File: src/rtl/spi_seq_pkg.sv
`timescale 1ns/1ps
package spi_seq_pkg;

  localparam int unsigned NCS    = 4;
  localparam int unsigned CMD_W  = 8;
  localparam int unsigned WORD_W = 16;
  localparam int unsigned LEN_W  = $clog2(WORD_W + 1);

  // command byte: bit 7 continuity, bit 6 length select,
  // bit 5 trail enable, bit 4 lead enable, bits 3..0 chip selects
  typedef struct packed {
    logic           keep_cs;
    logic           len_sel;
    logic           trail_en;
    logic           lead_en;
    logic [NCS-1:0] sel;
  } cmd_t;

  typedef enum logic [2:0] {
    SQ_IDLE  = 3'd0,
    SQ_FETCH = 3'd1,
    SQ_LEAD  = 3'd2,
    SQ_SHIFT = 3'd3,
    SQ_TRAIL = 3'd4
  } sq_state_t;

  function automatic logic [LEN_W-1:0] word_len(input cmd_t c, input logic [3:0] bits);
    logic [LEN_W-1:0] n;
    if (!c.len_sel)          n = LEN_W'(8);
    else if (bits == 4'd0)   n = LEN_W'(16);
    else if (bits < 4'd8)    n = LEN_W'(8);
    else                     n = LEN_W'(bits);
    return n;
  endfunction

endpackage

File: src/rtl/spi_cmd_store.sv
`timescale 1ns/1ps
module spi_cmd_store
  import spi_seq_pkg::*;
#(
  parameter int DEPTH = 16,
  parameter int BUS_W = 16,
  localparam int AW   = $clog2(DEPTH)
) (
  input  logic             clk,
  input  logic             rst_n,
  input  logic             bus_we,
  input  logic             bus_sel,
  input  logic [BUS_W-1:0] bus_wdata,
  output logic [BUS_W-1:0] bus_rdata,
  input  logic [AW-1:0]    eng_idx,
  output cmd_t             eng_cmd
);

  logic [AW-1:0]    index_q, index_n;
  logic [CMD_W-1:0] entry_q [DEPTH];
  logic             wr_index, wr_entry;
  logic             unused_wdata;

  assign wr_index     = bus_we && !bus_sel;
  assign wr_entry     = bus_we &&  bus_sel;
  assign unused_wdata = ^bus_wdata[BUS_W-CMD_W-1:AW];

  always_comb begin
    index_n = index_q;
    if (wr_index) index_n = bus_wdata[AW-1:0];
  end

  always_ff @(posedge clk or negedge rst_n) begin
    if (!rst_n) index_q <= '0;
    else        index_q <= index_n;
  end

  always_ff @(posedge clk or negedge rst_n) begin
    if (!rst_n) begin
      for (int i = 0; i < DEPTH; i++) entry_q[i] <= '0;
    end else if (wr_entry) begin
      entry_q[index_q] <= bus_wdata[BUS_W-1:BUS_W-CMD_W];
    end
  end

  assign bus_rdata = bus_sel ? {entry_q[index_q], {(BUS_W-CMD_W){1'b0}}}
                             : {{(BUS_W-AW){1'b0}}, index_q};
  assign eng_cmd   = cmd_t'(entry_q[eng_idx]);

endmodule

File: src/rtl/spi_seq_ctrl.sv
`timescale 1ns/1ps
module spi_seq_ctrl
  import spi_seq_pkg::*;
#(
  parameter int AW    = 4,
  parameter int CNT_W = 8
) (
  input  logic             clk,
  input  logic             rst_n,
  input  logic             start,
  input  logic             abort,
  input  logic [AW-1:0]    start_ptr,
  input  logic [AW-1:0]    end_ptr,
  input  cmd_t             cmd_in,
  input  logic [3:0]       cfg_bits,
  input  logic [CNT_W-1:0] cfg_baud,
  input  logic [CNT_W-1:0] cfg_lead,
  input  logic [CNT_W-1:0] cfg_trail,
  input  logic [NCS-1:0]   cfg_cs_idle,
  output logic [AW-1:0]    ptr,
  output logic             load_o,
  output logic             rise_o,
  output logic             fall_o,
  output logic             word_end_o,
  output logic [LEN_W-1:0] load_len,
  output logic             busy,
  output logic             done,
  output logic             sclk,
  output logic [NCS-1:0]   cs
);

  localparam logic [CNT_W-1:0] C_ONE = CNT_W'(1);
  localparam logic [CNT_W-1:0] C_TWO = CNT_W'(2);
  localparam logic [AW-1:0]    P_ONE = AW'(1);

  sq_state_t            state_q, state_n;
  logic [AW-1:0]        ptr_q, ptr_n;
  cmd_t                 cur_q, cur_n;
  logic [CNT_W-1:0]     cnt_q, cnt_n;
  logic [LEN_W-2:0]     bit_q, bit_n;
  logic                 ph_q, ph_n;
  logic                 sclk_q, sclk_n;
  logic [NCS-1:0]       cs_q, cs_n;
  logic                 done_q, done_n;

  logic [CNT_W-1:0]     half, fetch_lead, trail_len;
  logic [LEN_W-1:0]     cur_len;
  logic                 cnt_zero, last_bit;

  assign half       = (cfg_baud < C_TWO) ? C_TWO : cfg_baud;
  assign fetch_lead = !cmd_in.lead_en ? half :
                      ((cfg_lead == '0) ? C_ONE : cfg_lead);
  assign trail_len  = !cur_q.trail_en ? C_ONE :
                      ((cfg_trail == '0) ? C_ONE : cfg_trail);
  assign cur_len    = word_len(cur_q, cfg_bits);
  assign load_len   = word_len(cmd_in, cfg_bits);
  assign cnt_zero   = (cnt_q == '0);
  assign last_bit   = (bit_q == '0);

  always_comb begin
    state_n    = state_q;
    ptr_n      = ptr_q;
    cur_n      = cur_q;
    cnt_n      = cnt_q;
    bit_n      = bit_q;
    ph_n       = ph_q;
    sclk_n     = sclk_q;
    cs_n       = cs_q;
    done_n     = 1'b0;
    load_o     = 1'b0;
    rise_o     = 1'b0;
    fall_o     = 1'b0;
    word_end_o = 1'b0;
    unique case (state_q)
      SQ_IDLE: begin
        cs_n   = cfg_cs_idle;
        sclk_n = 1'b0;
        if (start) begin
          ptr_n   = start_ptr;
          state_n = SQ_FETCH;
        end
      end
      SQ_FETCH: begin
        cur_n   = cmd_in;
        cs_n    = cmd_in.sel;
        cnt_n   = fetch_lead - C_ONE;
        load_o  = 1'b1;
        state_n = SQ_LEAD;
      end
      SQ_LEAD: begin
        if (!cnt_zero) begin
          cnt_n = cnt_q - C_ONE;
        end else begin
          state_n = SQ_SHIFT;
          sclk_n  = 1'b1;
          ph_n    = 1'b0;
          cnt_n   = half - C_ONE;
          bit_n   = (LEN_W-1)'(cur_len - LEN_W'(1));
          rise_o  = 1'b1;
        end
      end
      SQ_SHIFT: begin
        if (!cnt_zero) begin
          cnt_n = cnt_q - C_ONE;
        end else if (!ph_q) begin
          sclk_n = 1'b0;
          ph_n   = 1'b1;
          cnt_n  = half - C_ONE;
          fall_o = 1'b1;
        end else if (last_bit) begin
          state_n    = SQ_TRAIL;
          cnt_n      = trail_len - C_ONE;
          word_end_o = 1'b1;
          if (!cur_q.keep_cs) cs_n = cfg_cs_idle;
        end else begin
          bit_n  = bit_q - 1'b1;
          sclk_n = 1'b1;
          ph_n   = 1'b0;
          cnt_n  = half - C_ONE;
          rise_o = 1'b1;
        end
      end
      SQ_TRAIL: begin
        if (!cnt_zero) begin
          cnt_n = cnt_q - C_ONE;
        end else if (ptr_q == end_ptr) begin
          state_n = SQ_IDLE;
          cs_n    = cfg_cs_idle;
          done_n  = 1'b1;
        end else begin
          ptr_n   = ptr_q + P_ONE;
          state_n = SQ_FETCH;
        end
      end
      default: state_n = SQ_IDLE;
    endcase
    if (abort && (state_q != SQ_IDLE)) begin
      state_n    = SQ_IDLE;
      cs_n       = cfg_cs_idle;
      sclk_n     = 1'b0;
      done_n     = 1'b0;
      load_o     = 1'b0;
      rise_o     = 1'b0;
      fall_o     = 1'b0;
      word_end_o = 1'b0;
    end
  end

  always_ff @(posedge clk or negedge rst_n) begin
    if (!rst_n) begin
      state_q <= SQ_IDLE;
      ptr_q   <= '0;
      cur_q   <= '0;
      cnt_q   <= '0;
      bit_q   <= '0;
      ph_q    <= 1'b0;
      sclk_q  <= 1'b0;
      cs_q    <= '1;
      done_q  <= 1'b0;
    end else begin
      state_q <= state_n;
      ptr_q   <= ptr_n;
      cur_q   <= cur_n;
      cnt_q   <= cnt_n;
      bit_q   <= bit_n;
      ph_q    <= ph_n;
      sclk_q  <= sclk_n;
      cs_q    <= cs_n;
      done_q  <= done_n;
    end
  end

  assign ptr  = ptr_q;
  assign busy = (state_q != SQ_IDLE);
  assign done = done_q;
  assign sclk = sclk_q;
  assign cs   = cs_q;

endmodule

File: src/rtl/spi_shift_unit.sv
`timescale 1ns/1ps
module spi_shift_unit
  import spi_seq_pkg::*;
(
  input  logic              clk,
  input  logic              rst_n,
  input  logic              load,
  input  logic              rise,
  input  logic              fall,
  input  logic              word_end,
  input  logic [LEN_W-1:0]  load_len,
  input  logic [WORD_W-1:0] tx_word,
  input  logic              miso,
  output logic              mosi,
  output logic [WORD_W-1:0] rx_word,
  output logic              rx_valid
);

  logic [WORD_W-1:0] tx_q, tx_n;
  logic [WORD_W-1:0] rx_q, rx_n;
  logic [WORD_W-1:0] out_q, out_n;
  logic              vld_q;

  always_comb begin
    tx_n  = tx_q;
    rx_n  = rx_q;
    out_n = out_q;
    if (load) begin
      tx_n = tx_word << (LEN_W'(WORD_W) - load_len);
      rx_n = '0;
    end else begin
      if (fall) tx_n = {tx_q[WORD_W-2:0], 1'b0};
      if (rise) rx_n = {rx_q[WORD_W-2:0], miso};
    end
    if (word_end) out_n = rx_q;
  end

  always_ff @(posedge clk or negedge rst_n) begin
    if (!rst_n) begin
      tx_q  <= '0;
      rx_q  <= '0;
      out_q <= '0;
      vld_q <= 1'b0;
    end else begin
      tx_q  <= tx_n;
      rx_q  <= rx_n;
      out_q <= out_n;
      vld_q <= word_end;
    end
  end

  assign mosi     = tx_q[WORD_W-1];
  assign rx_word  = out_q;
  assign rx_valid = vld_q;

endmodule

File: src/rtl/spi_cmd_queue.sv
`timescale 1ns/1ps
module spi_cmd_queue
  import spi_seq_pkg::*;
#(
  parameter int DEPTH = 16,
  parameter int CNT_W = 8,
  localparam int AW   = $clog2(DEPTH)
) (
  input  logic              clk,
  input  logic              rst_n,
  input  logic              bus_we,
  input  logic              bus_sel,
  input  logic [15:0]       bus_wdata,
  output logic [15:0]       bus_rdata,
  input  logic [3:0]        cfg_bits,
  input  logic [CNT_W-1:0]  cfg_baud,
  input  logic [CNT_W-1:0]  cfg_lead,
  input  logic [CNT_W-1:0]  cfg_trail,
  input  logic [NCS-1:0]    cfg_cs_idle,
  input  logic              start,
  input  logic              abort,
  input  logic [AW-1:0]     start_ptr,
  input  logic [AW-1:0]     end_ptr,
  input  logic [WORD_W-1:0] tx_word,
  output logic [WORD_W-1:0] rx_word,
  output logic              rx_valid,
  output logic              busy,
  output logic              done,
  output logic              sclk,
  output logic              mosi,
  input  logic              miso,
  output logic [NCS-1:0]    cs
);

  logic [1:0]       rst_sync_q;
  logic             rst_core_n;
  logic [AW-1:0]    eng_ptr;
  cmd_t             eng_cmd;
  logic             sh_load, sh_rise, sh_fall, sh_end;
  logic [LEN_W-1:0] sh_len;

  always_ff @(posedge clk or negedge rst_n) begin
    if (!rst_n) rst_sync_q <= 2'b00;
    else        rst_sync_q <= {rst_sync_q[0], 1'b1};
  end
  assign rst_core_n = rst_sync_q[1];

  spi_cmd_store #(.DEPTH(DEPTH), .BUS_W(16)) i_store (
    .clk       (clk),
    .rst_n     (rst_core_n),
    .bus_we    (bus_we),
    .bus_sel   (bus_sel),
    .bus_wdata (bus_wdata),
    .bus_rdata (bus_rdata),
    .eng_idx   (eng_ptr),
    .eng_cmd   (eng_cmd)
  );

  spi_seq_ctrl #(.AW(AW), .CNT_W(CNT_W)) i_ctrl (
    .clk         (clk),
    .rst_n       (rst_core_n),
    .start       (start),
    .abort       (abort),
    .start_ptr   (start_ptr),
    .end_ptr     (end_ptr),
    .cmd_in      (eng_cmd),
    .cfg_bits    (cfg_bits),
    .cfg_baud    (cfg_baud),
    .cfg_lead    (cfg_lead),
    .cfg_trail   (cfg_trail),
    .cfg_cs_idle (cfg_cs_idle),
    .ptr         (eng_ptr),
    .load_o      (sh_load),
    .rise_o      (sh_rise),
    .fall_o      (sh_fall),
    .word_end_o  (sh_end),
    .load_len    (sh_len),
    .busy        (busy),
    .done        (done),
    .sclk        (sclk),
    .cs          (cs)
  );

  spi_shift_unit i_shift (
    .clk      (clk),
    .rst_n    (rst_core_n),
    .load     (sh_load),
    .rise     (sh_rise),
    .fall     (sh_fall),
    .word_end (sh_end),
    .load_len (sh_len),
    .tx_word  (tx_word),
    .miso     (miso),
    .mosi     (mosi),
    .rx_word  (rx_word),
    .rx_valid (rx_valid)
  );

endmodule

File: config.mk
export PLATFORM = sky130hd
export DESIGN_NAME = spi_cmd_queue
export DESIGN_NICKNAME = d
export VERILOG_FILES = /design/src/rtl/spi_seq_pkg.sv /design/src/rtl/spi_cmd_store.sv /design/src/rtl/spi_seq_ctrl.sv /design/src/rtl/spi_shift_unit.sv /design/src/rtl/spi_cmd_queue.sv
export SDC_FILE = /design/constraint.sdc
export NUM_CORES = 1
export LEC_CHECK = 0
export BUFFER_PORTS_ARGS = -buffer_cell sky130_fd_sc_hd__buf_4
export CAP_MARGIN = 20
export CORE_ASPECT_RATIO = 0.7
export CORE_MARGIN = 3
export CORE_UTILIZATION = 40
export CTS_CLUSTER_SIZE = 25
export DETAILED_ROUTE_END_ITERATION = 12
export PLACE_DENSITY = 0.71
export SLEW_MARGIN = 20
export SYNTH_ARGS = -nofsm -noshare
export SYNTH_HDL_FRONTEND = slang
export SYNTH_SLANG_ARGS = --single-unit
File: constraint.sdc
create_clock -name clk -period 6.74 [get_ports clk]
set_clock_uncertainty 0.1 [all_clocks]
set_input_delay 1.685 -clock clk [delete_from_list [all_inputs] [get_ports clk]]
set_output_delay 1.685 -clock clk [all_outputs]
set_load 0.02 [all_outputs]
==> impl_metrics.xml, run 1 <==
<?xml version="1.0" encoding="UTF-8"?>
<metrics>
  <group name="outcome">
    <metric name="status" unit="">finished clean</metric>
  </group>
  <group name="pwr">
    <metric name="power.clock.fraction" unit="">0.210</metric>
    <metric name="switching_share" unit="">0.345</metric>
    <metric name="internal-power" unit="mW">3.60</metric>
    <metric name="power_density" unit="mW/mm²">394</metric>
    <metric name="sequentialPowerShare" unit="">0.390</metric>
    <metric name="leakage" unit="nW">5.89</metric>
    <metric name="irDropWorstVdd" unit="µV">168</metric>
    <metric name="p_comb_frac" unit="">0.400</metric>
    <metric name="power.net_switching" unit="mW">1.90</metric>
  </group>
  <group name="cells_and_area">
    <metric name="design_area" unit="mm²">0.0139</metric>
    <metric name="leading_cell_type_in_the_layout_fill_and_taps_excluded" unit="">sky130_fd_sc_hd__dfrtp_1</metric>
    <metric name="final_cell_mix" unit="">sky130_fd_sc_hd__dfrtp_1, sky130_fd_sc_hd__mux2_2, sky130_fd_sc_hd__buf_4</metric>
    <metric name="design.final.nets" unit="">1156</metric>
    <metric name="syn_to_final_growth" unit="%">15.0</metric>
    <metric name="drive_above_1_share" unit="">0.390</metric>
    <metric name="fillCellCount" unit="">2622</metric>
    <metric name="utilization_after_layout" unit="">0.475</metric>
    <metric name="antenna-diode-count" unit="">0</metric>
    <metric name="fin_cells" unit="">1489</metric>
  </group>
  <group name="worst_setup_path">
    <metric name="cp_max_fo" unit="">25</metric>
    <metric name="critical_path_arrival" unit="ns">3.27</metric>
    <metric name="gate_family_responsible_for_the_most_delay_along_the_worst_path" unit="">multiplexers</metric>
    <metric name="crit_slowest_cell" unit="">sky130_fd_sc_hd__dfrtp_2</metric>
    <metric name="worst_ep_required_time" unit="ns">4.95</metric>
    <metric name="critical_path_class" unit="">reg2out</metric>
    <metric name="start_kind" unit="">flop</metric>
    <metric name="worst_setup_sp" unit="">i_store.index_q[0]</metric>
    <metric name="cp_cell_sequence" unit="">buf_4 -&gt; mux4_2 -&gt; mux4_2 -&gt; and2_1 -&gt; buf_4</metric>
    <metric name="critPathMaxStageDelay" unit="ns">0.86</metric>
    <metric name="cp.buffers_inverters" unit="">2</metric>
    <metric name="worst_r2r_startpoint" unit="">i_ctrl.ptr[2]</metric>
    <metric name="type_of_element_capturing_the_critical_path" unit="">primary output</metric>
  </group>
  <group name="worst_hold_path">
    <metric name="min-delay-path-class" unit="">reg2async</metric>
  </group>
  <group name="sta">
    <metric name="timing.fmax" unit="GHz">0.198</metric>
    <metric name="final_max_slew_viol_count" unit="">0</metric>
    <metric name="worst_slew_margin_rel" unit="">0.212</metric>
    <metric name="setup-tns-final" unit="ns">0</metric>
    <metric name="timing.final.hold_violations" unit="">0</metric>
    <metric name="final.min_clock_period" unit="ns">5.06</metric>
    <metric name="setup_violations" unit="">0</metric>
    <metric name="min_period_over_period" unit="">0.750</metric>
    <metric name="rsz_0062_raised_after_global_routing" unit="">no</metric>
    <metric name="timing_worst_slew_pin_value" unit="ns">1.18</metric>
  </group>
  <group name="cts">
    <metric name="post_cts_hold_buffer_count" unit="">0</metric>
    <metric name="htreeDepth" unit="">1</metric>
    <metric name="cts.sink_count" unit="">212</metric>
    <metric name="post_cts_setup_buffer_count" unit="">0</metric>
    <metric name="cts.clk_slew.worst_paths" unit="ns">0.06</metric>
    <metric name="ctsLongestPathBuffers" unit="">3</metric>
    <metric name="tritoncts" unit="">yes</metric>
    <metric name="ctsResizeCount" unit="">0</metric>
    <metric name="clk_root_buffer_cell" unit="">sky130_fd_sc_hd__clkbuf_16</metric>
    <metric name="num_cts_buffers" unit="">22</metric>
    <metric name="clkLatencyLatePin" unit="ns">0.50</metric>
  </group>
  <group name="die">
    <metric name="die_x" unit="µm">214</metric>
    <metric name="die-height" unit="µm">152</metric>
    <metric name="area_inside_the_core_boundary" unit="mm²">0.0293</metric>
    <metric name="initial_utilization" unit="">0.413</metric>
    <metric name="floorplan.die_area" unit="mm²">0.0325</metric>
    <metric name="io-pin-count" unit="">120</metric>
    <metric name="floorplan.rows" unit="">52</metric>
  </group>
  <group name="place">
    <metric name="hpwl" unit="µm">21700</metric>
    <metric name="place_area" unit="mm²">0.0133</metric>
    <metric name="place.detailed.instances" unit="">1451</metric>
    <metric name="place.port_buffers" unit="">111</metric>
    <metric name="routability_congestion" unit="">0.865</metric>
  </group>
  <group name="routing">
    <metric name="detail_route.wirelength" unit="µm">31400</metric>
    <metric name="antenna_left" unit="">0</metric>
    <metric name="via_count" unit="">8721</metric>
    <metric name="drt-wirelength-per-cell" unit="µm">21.1</metric>
    <metric name="drt-vias-per-instance" unit="">5.86</metric>
    <metric name="dr.pass1.iters" unit="">5</metric>
    <metric name="drt_drc_violations_left" unit="">0</metric>
    <metric name="first_iter_violations" unit="">848</metric>
  </group>
  <group name="global_routing">
    <metric name="grt_pass1_wl" unit="µm">49600</metric>
    <metric name="gr-usage-all-layers" unit="">0.192</metric>
    <metric name="grt_pass1_vias" unit="">8674</metric>
    <metric name="antenna_found_initial" unit="">0</metric>
    <metric name="gr-total-overflow" unit="">0</metric>
    <metric name="grt_max_degree" unit="">168</metric>
  </group>
  <group name="synthesis">
    <metric name="synth_cells" unit="">992</metric>
    <metric name="ys_ff_latch" unit="">212</metric>
    <metric name="synthesis.area_per_instance" unit="µm²">12.2</metric>
    <metric name="synth_area" unit="mm²">0.0121</metric>
    <metric name="synth_async_sr_flop_share" unit="">1.00</metric>
    <metric name="synth.distinct_cells" unit="">69</metric>
    <metric name="synth-edff-count" unit="">0</metric>
    <metric name="main_flop_type_after_synthesis" unit="">sky130_fd_sc_hd__dfrtp_1</metric>
    <metric name="synth.yosys.warnings" unit="">0</metric>
    <metric name="ys_seq_area_frac" unit="">0.438</metric>
  </group>
  <group name="flow_run">
    <metric name="max_capacitance_violation_count" unit="">0</metric>
  </group>
</metrics>
-- routing by layer --
layer | vias to the layer above | global-route usage | wire length [µm] | share of wire
li1 | 3877 | - | - | -
met1 | 4511 | 0.291 | 14800 | 0.47
met2 | 294 | 0.294 | 14100 | 0.45
met3 | 39 | 0.0295 | 1960 | 0.062
met4 | 0 | 0.0389 | 508 | 0.016
met5 | - | 0 | 0 | 0
-- per-stage QoR --
stage | power [mW] | hold WS, ns | worst slack, ns
final | 5.50 | 0.234 | 1.68
after detailed placement | 4.35 | 0.240 | 1.78
after floorplan | 3.75 | 0.231 | 0.302
after global routing | 5.83 | 0.269 | 1.47
after CTS | 5.52 | 0.255 | 1.62
after global placement | 4.26 | 0.240 | 1.96
-- path summary, 6_finish.rpt --
path	endpoint	slack [ns]	depth (start not counted)
setup / recovery	bus_rdata[9]	1.68	5
hold / removal	i_shift.rx_word[5]	0.23	0
setup reg to reg	i_shift.tx_q[13]	1.83	10
hold reg to reg	i_shift.rx_word[5]	0.23	0
max in group asynchronous	i_store.index_q[0]	4.93	1
min in group clk	rst_sync_q[1]	0.25	0
-- synth_stat cells, drive strengths merged (5+ instances only) --
cell type | count | area, µm²
mux2i | 28 | 280
a31oi | 5 | 31.3
o21a | 5 | 37.5
buf | 32 | 191
nor2b | 8 | 50.1
nand2b | 8 | 50.1
nor2 | 65 | 244
inv | 15 | 56.3
or4 | 5 | 41.3
mux2 | 155 | 1750
o22ai | 7 | 43.8
or3 | 7 | 48.8
clkbuf | 40 | 150
o21ai | 40 | 200
xnor2 | 11 | 96.3
nand3 | 8 | 40.0
a21oi | 49 | 253
ha | 7 | 87.6
nor3 | 18 | 90.1
mux4 | 89 | 2000
dfrtp | 208 | 5200
nor4 | 8 | 50.1
xor2 | 6 | 60.1
nand2 | 83 | 314
and2 | 12 | 75.1
-- flip-flops by register name (all words and copies together), names as in the netlist, 3 cells and up --
name / cells
i_ctrl.bit_q: 4
i_ctrl.cnt_q: 8
i_ctrl.cs: 4
i_ctrl.cur_q: 3
i_ctrl.ptr: 4
i_ctrl.state_q: 3
i_shift.rx_q: 16
i_shift.rx_word: 16
i_shift.tx_q: 16
i_store.entry_q: 128
i_store.index_q: 4
-- cell type report --
type,instances,area (µm²),share of cell area
tap,405,507,0.0363
inverter,15,56.3,0.00404
multi-input combinational,696,6450,0.463
sequential,212,5320,0.381
clock inverter,4,20.0,0.00144
timing repair buffer,123,936,0.0671
clock buffer,34,657,0.0471
-- power groups by stage --
stage               clock [mW]  combinational, mW  sequential, mW
floorplan                    0               1.79            1.96
global placement             0               2.14            2.12
detailed placement           0               2.20            2.16
CTS                       1.18               2.20            2.14
global route              1.23               2.39            2.21
finish                    1.16               2.20            2.14
-- cell families (layout without fill, tap and decap cells) --
kind of cell | count (synthesis) | in the layout | share of synthesized area
multiplexers | 272 | 272 | 0.332
AND/OR/NAND/NOR | 241 | 241 | 0.0945
flip-flops | 212 | 212 | 0.438
AO/OA/AOI/OAI | 154 | 154 | 0.0814
buffers and inverters | 87 | 176 | 0.0328
XOR/XNOR | 17 | 17 | 0.0129
adder cells (fa/ha/maj) | 7 | 7 | 0.00722
other | 2 | 5 | 0.000619
Power figures use the tool's default switching activity.
==> run 2: changes to the inputs <==
ABC_AREA = 1   (was not set)
PLACE_DENSITY = 0.69   (was 0.71)
clock period = 5.2 ns   (was 6.74 ns; I/O delays follow)
==> run 2 against run 1 <==
Net effect: total power rose by 40%; via count grew 40%; synthesized cell count increased by 73%; critical path type unchanged; highest routed layer unchanged.
==> impl_metrics.xml, run 2 <==
<?xml version="1.0" encoding="UTF-8"?>
<metrics>
  <group name="outcome">
    <metric name="status" unit="">finished clean</metric>
  </group>
  <group name="global_routing">
    <metric name="gr-usage-all-layers" unit="">0.223</metric>
    <metric name="grt_pass1_wl" unit="µm">61000</metric>
    <metric name="antenna_found_initial" unit="">0</metric>
    <metric name="grt_max_degree" unit="">138</metric>
    <metric name="grt_pass1_vias" unit="">11400</metric>
    <metric name="gr-total-overflow" unit="">0</metric>
  </group>
  <group name="die">
    <metric name="floorplan.rows" unit="">53</metric>
    <metric name="io-pin-count" unit="">120</metric>
    <metric name="floorplan.die_area" unit="mm²">0.0334</metric>
    <metric name="die-height" unit="µm">154</metric>
    <metric name="initial_utilization" unit="">0.412</metric>
    <metric name="die_x" unit="µm">217</metric>
    <metric name="area_inside_the_core_boundary" unit="mm²">0.0304</metric>
  </group>
  <group name="cells_and_area">
    <metric name="antenna-diode-count" unit="">0</metric>
    <metric name="syn_to_final_growth" unit="%">15.3</metric>
    <metric name="fin_cells" unit="">2209</metric>
    <metric name="utilization_after_layout" unit="">0.474</metric>
    <metric name="design.final.nets" unit="">1866</metric>
    <metric name="drive_above_1_share" unit="">0.125</metric>
    <metric name="design_area" unit="mm²">0.0144</metric>
    <metric name="leading_cell_type_in_the_layout_fill_and_taps_excluded" unit="">sky130_fd_sc_hd__nand2_1</metric>
    <metric name="largest_register_ff_count" unit="">128</metric>
    <metric name="largest-register" unit="">i_store.entry_q</metric>
    <metric name="final_cell_mix" unit="">sky130_fd_sc_hd__nand2_1, sky130_fd_sc_hd__o21ai_0, sky130_fd_sc_hd__nand3_1</metric>
  </group>
  <group name="sta">
    <metric name="timing.fmax" unit="GHz">0.226</metric>
    <metric name="timing.final.hold_violations" unit="">0</metric>
    <metric name="min_period_over_period" unit="">0.852</metric>
    <metric name="finalWorstSetupSlack" unit="ns">0.767</metric>
    <metric name="rsz_0062_raised_after_global_routing" unit="">no</metric>
    <metric name="timing_worst_slew_pin_value" unit="ns">0.983</metric>
    <metric name="final_max_slew_viol_count" unit="">0</metric>
    <metric name="setup_violations" unit="">0</metric>
    <metric name="hold-worst-slack" unit="ns">0.130</metric>
    <metric name="worst_slew_margin_rel" unit="">0.342</metric>
    <metric name="final.min_clock_period" unit="ns">4.43</metric>
    <metric name="setup-tns-final" unit="ns">0</metric>
  </group>
  <group name="worst_setup_path">
    <metric name="start_kind" unit="">flop</metric>
    <metric name="worst_r2r_startpoint" unit="">i_ctrl.ptr[0]</metric>
    <metric name="worst-r2r-setup-slack" unit="ns">1.90</metric>
    <metric name="ff_to_ff_end" unit="">i_shift.tx_q[14]</metric>
    <metric name="type_of_element_capturing_the_critical_path" unit="">primary output</metric>
    <metric name="cp_max_fo" unit="">21</metric>
    <metric name="critical_path_class" unit="">reg2out</metric>
    <metric name="reg2regPathDepth" unit="">15</metric>
    <metric name="worst_ep_required_time" unit="ns">3.80</metric>
    <metric name="critical_path_arrival" unit="ns">3.03</metric>
  </group>
  <group name="synthesis">
    <metric name="synth_top_area_frac" unit="">0.416</metric>
    <metric name="main_flop_type_after_synthesis" unit="">sky130_fd_sc_hd__dfrtp_1</metric>
    <metric name="synth_async_sr_flop_share" unit="">1.00</metric>
    <metric name="synth.yosys.warnings" unit="">0</metric>
    <metric name="ys_seq_area_frac" unit="">0.425</metric>
    <metric name="synthMostInstantiatedCell" unit="">sky130_fd_sc_hd__nand2_1</metric>
    <metric name="synth-edff-count" unit="">0</metric>
    <metric name="synth_cells" unit="">1715</metric>
    <metric name="synth_common_cells" unit="">sky130_fd_sc_hd__nand2_1, sky130_fd_sc_hd__o21ai_0, sky130_fd_sc_hd__dfrtp_1, sky130_fd_sc_hd__nand3_1, sky130_fd_sc_hd__inv_1</metric>
    <metric name="synth_area" unit="mm²">0.0125</metric>
    <metric name="largest_cells_by_area_after_synthesis" unit="">sky130_fd_sc_hd__dfrtp_1, sky130_fd_sc_hd__nand2_1, sky130_fd_sc_hd__o21ai_0</metric>
    <metric name="ys_ff_latch" unit="">212</metric>
    <metric name="synthesis.area_per_instance" unit="µm²">7.29</metric>
    <metric name="synth.distinct_cells" unit="">52</metric>
    <metric name="synthDominantAreaCellType" unit="">sky130_fd_sc_hd__dfrtp_1</metric>
  </group>
  <group name="place">
    <metric name="placement.setup.worst_slack" unit="ns">1.41</metric>
    <metric name="place.detailed.instances" unit="">2166</metric>
    <metric name="routability_congestion" unit="">0.898</metric>
    <metric name="place_area" unit="mm²">0.0135</metric>
    <metric name="hpwl" unit="µm">26900</metric>
    <metric name="place.port_buffers" unit="">111</metric>
  </group>
  <group name="routing">
    <metric name="antenna_left" unit="">0</metric>
    <metric name="via_count" unit="">12200</metric>
    <metric name="drt_drc_violations_left" unit="">0</metric>
    <metric name="first_iter_violations" unit="">1199</metric>
    <metric name="detail_route.wirelength" unit="µm">38300</metric>
    <metric name="drt-wirelength-per-cell" unit="µm">17.4</metric>
    <metric name="drt-vias-per-instance" unit="">5.52</metric>
    <metric name="dr.pass1.iters" unit="">6</metric>
  </group>
  <group name="pwr">
    <metric name="irDropWorstVdd" unit="µV">288</metric>
    <metric name="power_density" unit="mW/mm²">535</metric>
    <metric name="leakage" unit="nW">6.81</metric>
    <metric name="finalPower" unit="mW">7.70</metric>
  </group>
  <group name="cts">
    <metric name="clk_root_buffer_cell" unit="">sky130_fd_sc_hd__clkbuf_16</metric>
    <metric name="tritoncts" unit="">yes</metric>
    <metric name="post_cts_hold_buffer_count" unit="">0</metric>
    <metric name="htreeDepth" unit="">1</metric>
    <metric name="num_cts_buffers" unit="">23</metric>
    <metric name="post_cts_setup_buffer_count" unit="">0</metric>
    <metric name="ctsLongestPathBuffers" unit="">3</metric>
    <metric name="cts.clk_slew.worst_paths" unit="ns">0.06</metric>
    <metric name="clkLatencyLatePin" unit="ns">0.52</metric>
    <metric name="cts.sink_count" unit="">212</metric>
    <metric name="ctsResizeCount" unit="">0</metric>
  </group>
  <group name="worst_hold_path">
    <metric name="min-delay-path-class" unit="">reg2async</metric>
  </group>
  <group name="flow_run">
    <metric name="max_capacitance_violation_count" unit="">0</metric>
  </group>
</metrics>
[run 2: changes by cell type after synthesis, sizes merged, moves of 11 or more]
| cell | delta |
|---|---|
| inv | +131 |
| o21ai | +228 |
| a21oi | +11 |
| mux4 | -89 |
| o211ai | +13 |
| mux2i | -28 |
| clkbuf | +23 |
| nand3 | +205 |
| mux2 | -155 |
| and2 | -12 |
| nand2 | +380 |
| nor2 | +44 |
| a22oi | +17 |
| o221ai | +12 |
[run 2: worst max-delay path, cell delays in order (launching register included)]
cell and delay [ns]:
sky130_fd_sc_hd__dfrtp_1 0.65, sky130_fd_sc_hd__nor2_1 0.22, sky130_fd_sc_hd__buf_4 0.35, sky130_fd_sc_hd__inv_1 0.33, sky130_fd_sc_hd__o21ai_0 0.27, sky130_fd_sc_hd__o21ai_0 0.13
sky130_fd_sc_hd__a41oi_1 0.34, sky130_fd_sc_hd__buf_4 0.20
[run 2: cell families after synthesis]
family / after synthesis / share of synthesized area
compound gates: 418 / 0.189
xor+xnor: 15 / 0.0105
fa+ha+maj: 7 / 0.00701
buf+inv: 245 / 0.0841
flops: 212 / 0.425
other cells: 2 / 0.000601
simple gates: 816 / 0.283
[run 2: worst max-delay path by stage]
stage / from / to / slack (ns)
after floorplan: rst_sync_q[1] / i_ctrl.bit_q[0] / 1.61
after global placement: i_store.index_q[1] / bus_rdata[9] / 1.40
after detailed placement: i_store.index_q[1] / bus_rdata[9] / 1.41
after CTS: i_store.index_q[1] / bus_rdata[9] / 0.85
after global routing: i_store.index_q[1] / bus_rdata[9] / 0.69
final: i_store.index_q[1] / bus_rdata[9] / 0.77
[run 2: report_power, final]
group	switching, mW	internal [mW]	total [mW]	leakage (nW)
Clock	0.701	1.11	1.81	0.402
Combinational	2.24	1.13	3.37	3.67
Sequential	0.379	2.14	2.51	2.74
[run 2: metal layers]
| layer | wire length (µm) | up-vias | track usage |
|---|---|---|---|
| li1 | - | 5874 | - |
| met1 | 17900 | 5695 | 0.338 |
| met2 | 16200 | 560 | 0.329 |
| met3 | 3340 | 64 | 0.0435 |
| met4 | 860 | 0 | 0.0537 |
| met5 | 0 | - | 0 |
[run 2: final cells by class]
type / instances / area (µm²)
clock inverters: 12 / 205
inverters: 151 / 572
clock buffers: 30 / 632
multi-input cells: 1261 / 6150
flip-flops and latches: 212 / 5320
repair buffers: 131 / 1020
fillers: 3030 / 16000
well taps: 412 / 515
==> run 3: changes to the inputs <==
BUFFER_PORTS_ARGS = not set   (was -buffer_cell sky130_fd_sc_hd__buf_4)
CTS_BUF_LIST = sky130_fd_sc_hd__clkbuf_8   (was not set)
DONT_BUFFER_PORTS = 1   (was not set)
GPL_TIMING_DRIVEN = 0   (was not set)
PLACE_DENSITY = 0.65   (was 0.69)
==> run 3 against run 2 <==
Net effect: clock-buffer cell count grew 17; total power grew 0.29%; utilization shrank 1.7 points; sequential share of layout area grew 1.3 points; routed wire length grew 15%; non-clock buffer count shrank 33; flip-flop and latch count is the same; critical path type unchanged; clock power shrank 9%.
==> impl_metrics.xml, run 3 (synthesis gave the netlist of run 2 again) <==
<?xml version="1.0" encoding="UTF-8"?>
<metrics>
  <group name="cells_and_area">
    <metric name="syn_to_final_growth" unit="%">11.3</metric>
    <metric name="largest-register" unit="">i_store.entry_q</metric>
    <metric name="largest_register_ff_count" unit="">128</metric>
    <metric name="fin_cells" unit="">2198</metric>
    <metric name="utilization_after_layout" unit="">0.458</metric>
    <metric name="leading_cell_type_in_the_layout_fill_and_taps_excluded" unit="">sky130_fd_sc_hd__nand2_1</metric>
    <metric name="final_cell_mix" unit="">sky130_fd_sc_hd__nand2_1, sky130_fd_sc_hd__o21ai_0, sky130_fd_sc_hd__nand3_1</metric>
    <metric name="design.final.nets" unit="">1846</metric>
    <metric name="drive_above_1_share" unit="">0.0790</metric>
  </group>
  <group name="sta">
    <metric name="rsz_0062_raised_after_global_routing" unit="">no</metric>
    <metric name="min_period_over_period" unit="">0.981</metric>
    <metric name="worst_slew_margin_rel" unit="">0.415</metric>
    <metric name="final.min_clock_period" unit="ns">5.10</metric>
    <metric name="timing.fmax" unit="GHz">0.196</metric>
    <metric name="timing.final.hold_violations" unit="">0</metric>
    <metric name="final_max_slew_viol_count" unit="">0</metric>
    <metric name="timing_worst_slew_pin_value" unit="ns">0.867</metric>
    <metric name="setup-tns-final" unit="ns">0</metric>
    <metric name="setup_violations" unit="">0</metric>
  </group>
  <group name="cts">
    <metric name="num_cts_buffers" unit="">36</metric>
    <metric name="post_cts_hold_buffer_count" unit="">0</metric>
    <metric name="ctsLongestPathBuffers" unit="">3</metric>
    <metric name="ctsResizeCount" unit="">0</metric>
    <metric name="clkLatencyLatePin" unit="ns">0.56</metric>
    <metric name="cts.clk_slew.worst_paths" unit="ns">0.07</metric>
    <metric name="post_cts_setup_buffer_count" unit="">0</metric>
    <metric name="clk_root_buffer_cell" unit="">sky130_fd_sc_hd__clkbuf_8</metric>
    <metric name="tritoncts" unit="">yes</metric>
    <metric name="htreeDepth" unit="">2</metric>
    <metric name="cts.sink_count" unit="">212</metric>
  </group>
  <group name="worst_setup_path">
    <metric name="worst-r2r-setup-slack" unit="ns">1.49</metric>
    <metric name="critical_path_arrival" unit="ns">3.70</metric>
    <metric name="critPathMaxStageDelay" unit="ns">0.72</metric>
    <metric name="worst_ep_required_time" unit="ns">3.80</metric>
    <metric name="worst_setup_sp" unit="">i_store.index_q[0]</metric>
    <metric name="ff_to_ff_end" unit="">i_shift.tx_q[12]</metric>
    <metric name="type_of_element_capturing_the_critical_path" unit="">primary output</metric>
    <metric name="worst_r2r_startpoint" unit="">i_ctrl.ptr[2]</metric>
    <metric name="critical_path_class" unit="">reg2out</metric>
    <metric name="cp_max_fo" unit="">10</metric>
    <metric name="reg2regPathDepth" unit="">18</metric>
    <metric name="timing.critical_path.to" unit="">bus_rdata[12]</metric>
    <metric name="path_common_cell" unit="">sky130_fd_sc_hd__clkbuf_1</metric>
    <metric name="crit_slowest_cell" unit="">sky130_fd_sc_hd__a41oi_1</metric>
    <metric name="cp_cell_sequence" unit="">nor2_1 -&gt; clkbuf_1 -&gt; clkbuf_1 -&gt; a22oi_1 -&gt; o211ai_1 -&gt; nand2_1 -&gt; a41oi_1</metric>
    <metric name="start_kind" unit="">flop</metric>
  </group>
  <group name="die">
    <metric name="floorplan.die_area" unit="mm²">0.0334</metric>
    <metric name="die_x" unit="µm">217</metric>
    <metric name="area_inside_the_core_boundary" unit="mm²">0.0304</metric>
    <metric name="floorplan.rows" unit="">53</metric>
    <metric name="die-height" unit="µm">154</metric>
    <metric name="initial_utilization" unit="">0.412</metric>
    <metric name="io-pin-count" unit="">120</metric>
  </group>
  <group name="global_routing">
    <metric name="antenna_found_initial" unit="">1</metric>
    <metric name="grt_max_degree" unit="">60</metric>
    <metric name="grt_pass1_wl" unit="µm">68100</metric>
    <metric name="gr-usage-all-layers" unit="">0.260</metric>
    <metric name="grt_pass1_vias" unit="">11800</metric>
    <metric name="gr-total-overflow" unit="">0</metric>
  </group>
  <group name="routing">
    <metric name="drt-wirelength-per-cell" unit="µm">20.1</metric>
    <metric name="first_iter_violations" unit="">1890</metric>
    <metric name="drt_drc_violations_left" unit="">0</metric>
    <metric name="dr.pass1.iters" unit="">6</metric>
    <metric name="via_count" unit="">12800</metric>
    <metric name="detail_route.wirelength" unit="µm">44200</metric>
    <metric name="drt-vias-per-instance" unit="">5.82</metric>
    <metric name="antenna_left" unit="">0</metric>
  </group>
  <group name="pwr">
    <metric name="power_density" unit="mW/mm²">556</metric>
    <metric name="finalPower" unit="mW">7.72</metric>
    <metric name="irDropWorstVdd" unit="µV">200</metric>
    <metric name="leakage" unit="nW">6.45</metric>
  </group>
  <group name="place">
    <metric name="routability_congestion" unit="">0.993</metric>
    <metric name="place.detailed.instances" unit="">2134</metric>
    <metric name="hpwl" unit="µm">33400</metric>
    <metric name="place.port_buffers" unit="">0</metric>
  </group>
  <group name="flow_run">
    <metric name="max_capacitance_violation_count" unit="">0</metric>
  </group>
  <group name="outcome">
    <metric name="status" unit="">finished clean</metric>
  </group>
  <group name="worst_hold_path">
    <metric name="min-delay-path-class" unit="">reg2async</metric>
  </group>
</metrics>
## run 3: layout make-up
type | count | area, µm²
fill | 3184 | 16500
multi-input combinational | 1261 | 6150
sequential | 212 | 5310
clock buffer | 47 | 647
inverter | 151 | 572
tap | 412 | 515
buffer | 94 | 479
clock inverter | 16 | 124
timing repair buffer | 4 | 103
antenna | 1 | 2.50
## run 3: critical path: cells and delay by family (launching register included)
| family | cells | cell delay, ns |
|---|---|---|
| buffers and inverters | 2 | 1.35 |
| flip-flops | 1 | 0.49 |
| AND/OR/NAND/NOR | 2 | 0.23 |
| AO/OA/AOI/OAI | 3 | 1.05 |
## run 3: per-stage QoR
stage	cell area, µm²	hold WS (ns)	setup WS, ns
floorplan	12500	0.231	1.61
global placement	13000	0.231	0.236
detailed placement	13100	0.142	0.932
CTS	13900	0.143	0.309
global route	13900	0.158	0.123
finish	13900	0.132	0.0972
## run 3: how the worst min path moves through the flow
stage / cells past startpoint / startpoint / to / slack (ns)
2_1_floorplan: 0 / rst_sync_q[0] / rst_sync_q[1] / 0.23
3_3_place_gp: 0 / rst_sync_q[0] / rst_sync_q[1] / 0.23
3_5_place_dp: 0 / rst_sync_q[1] / i_ctrl.cnt_q[0] / 0.14
4_1_cts: 0 / rst_sync_q[1] / i_ctrl.cnt_q[0] / 0.14
5_1_grt: 0 / rst_sync_q[1] / i_ctrl.cnt_q[0] / 0.16
6_report: 0 / rst_sync_q[1] / i_ctrl.cnt_q[0] / 0.13
## run 3: per-layer routing
metal / wire (µm) / GRT usage / up-vias / part of all wire
met5: 0 / 0 / - / 0
met4: 843 / 0.0708 / 0 / 0.019
met3: 5470 / 0.0749 / 69 / 0.12
met2: 17400 / 0.350 / 771 / 0.39
met1: 20500 / 0.400 / 6092 / 0.46
li1: - / - / 5853 / -
## run 3: report_power, final
group	total (mW)	internal, mW	switching (mW)
combinational	3.53	1.15	2.38
sequential	2.55	2.14	0.410
clock	1.65	0.909	0.740
total	7.72	4.20	3.53
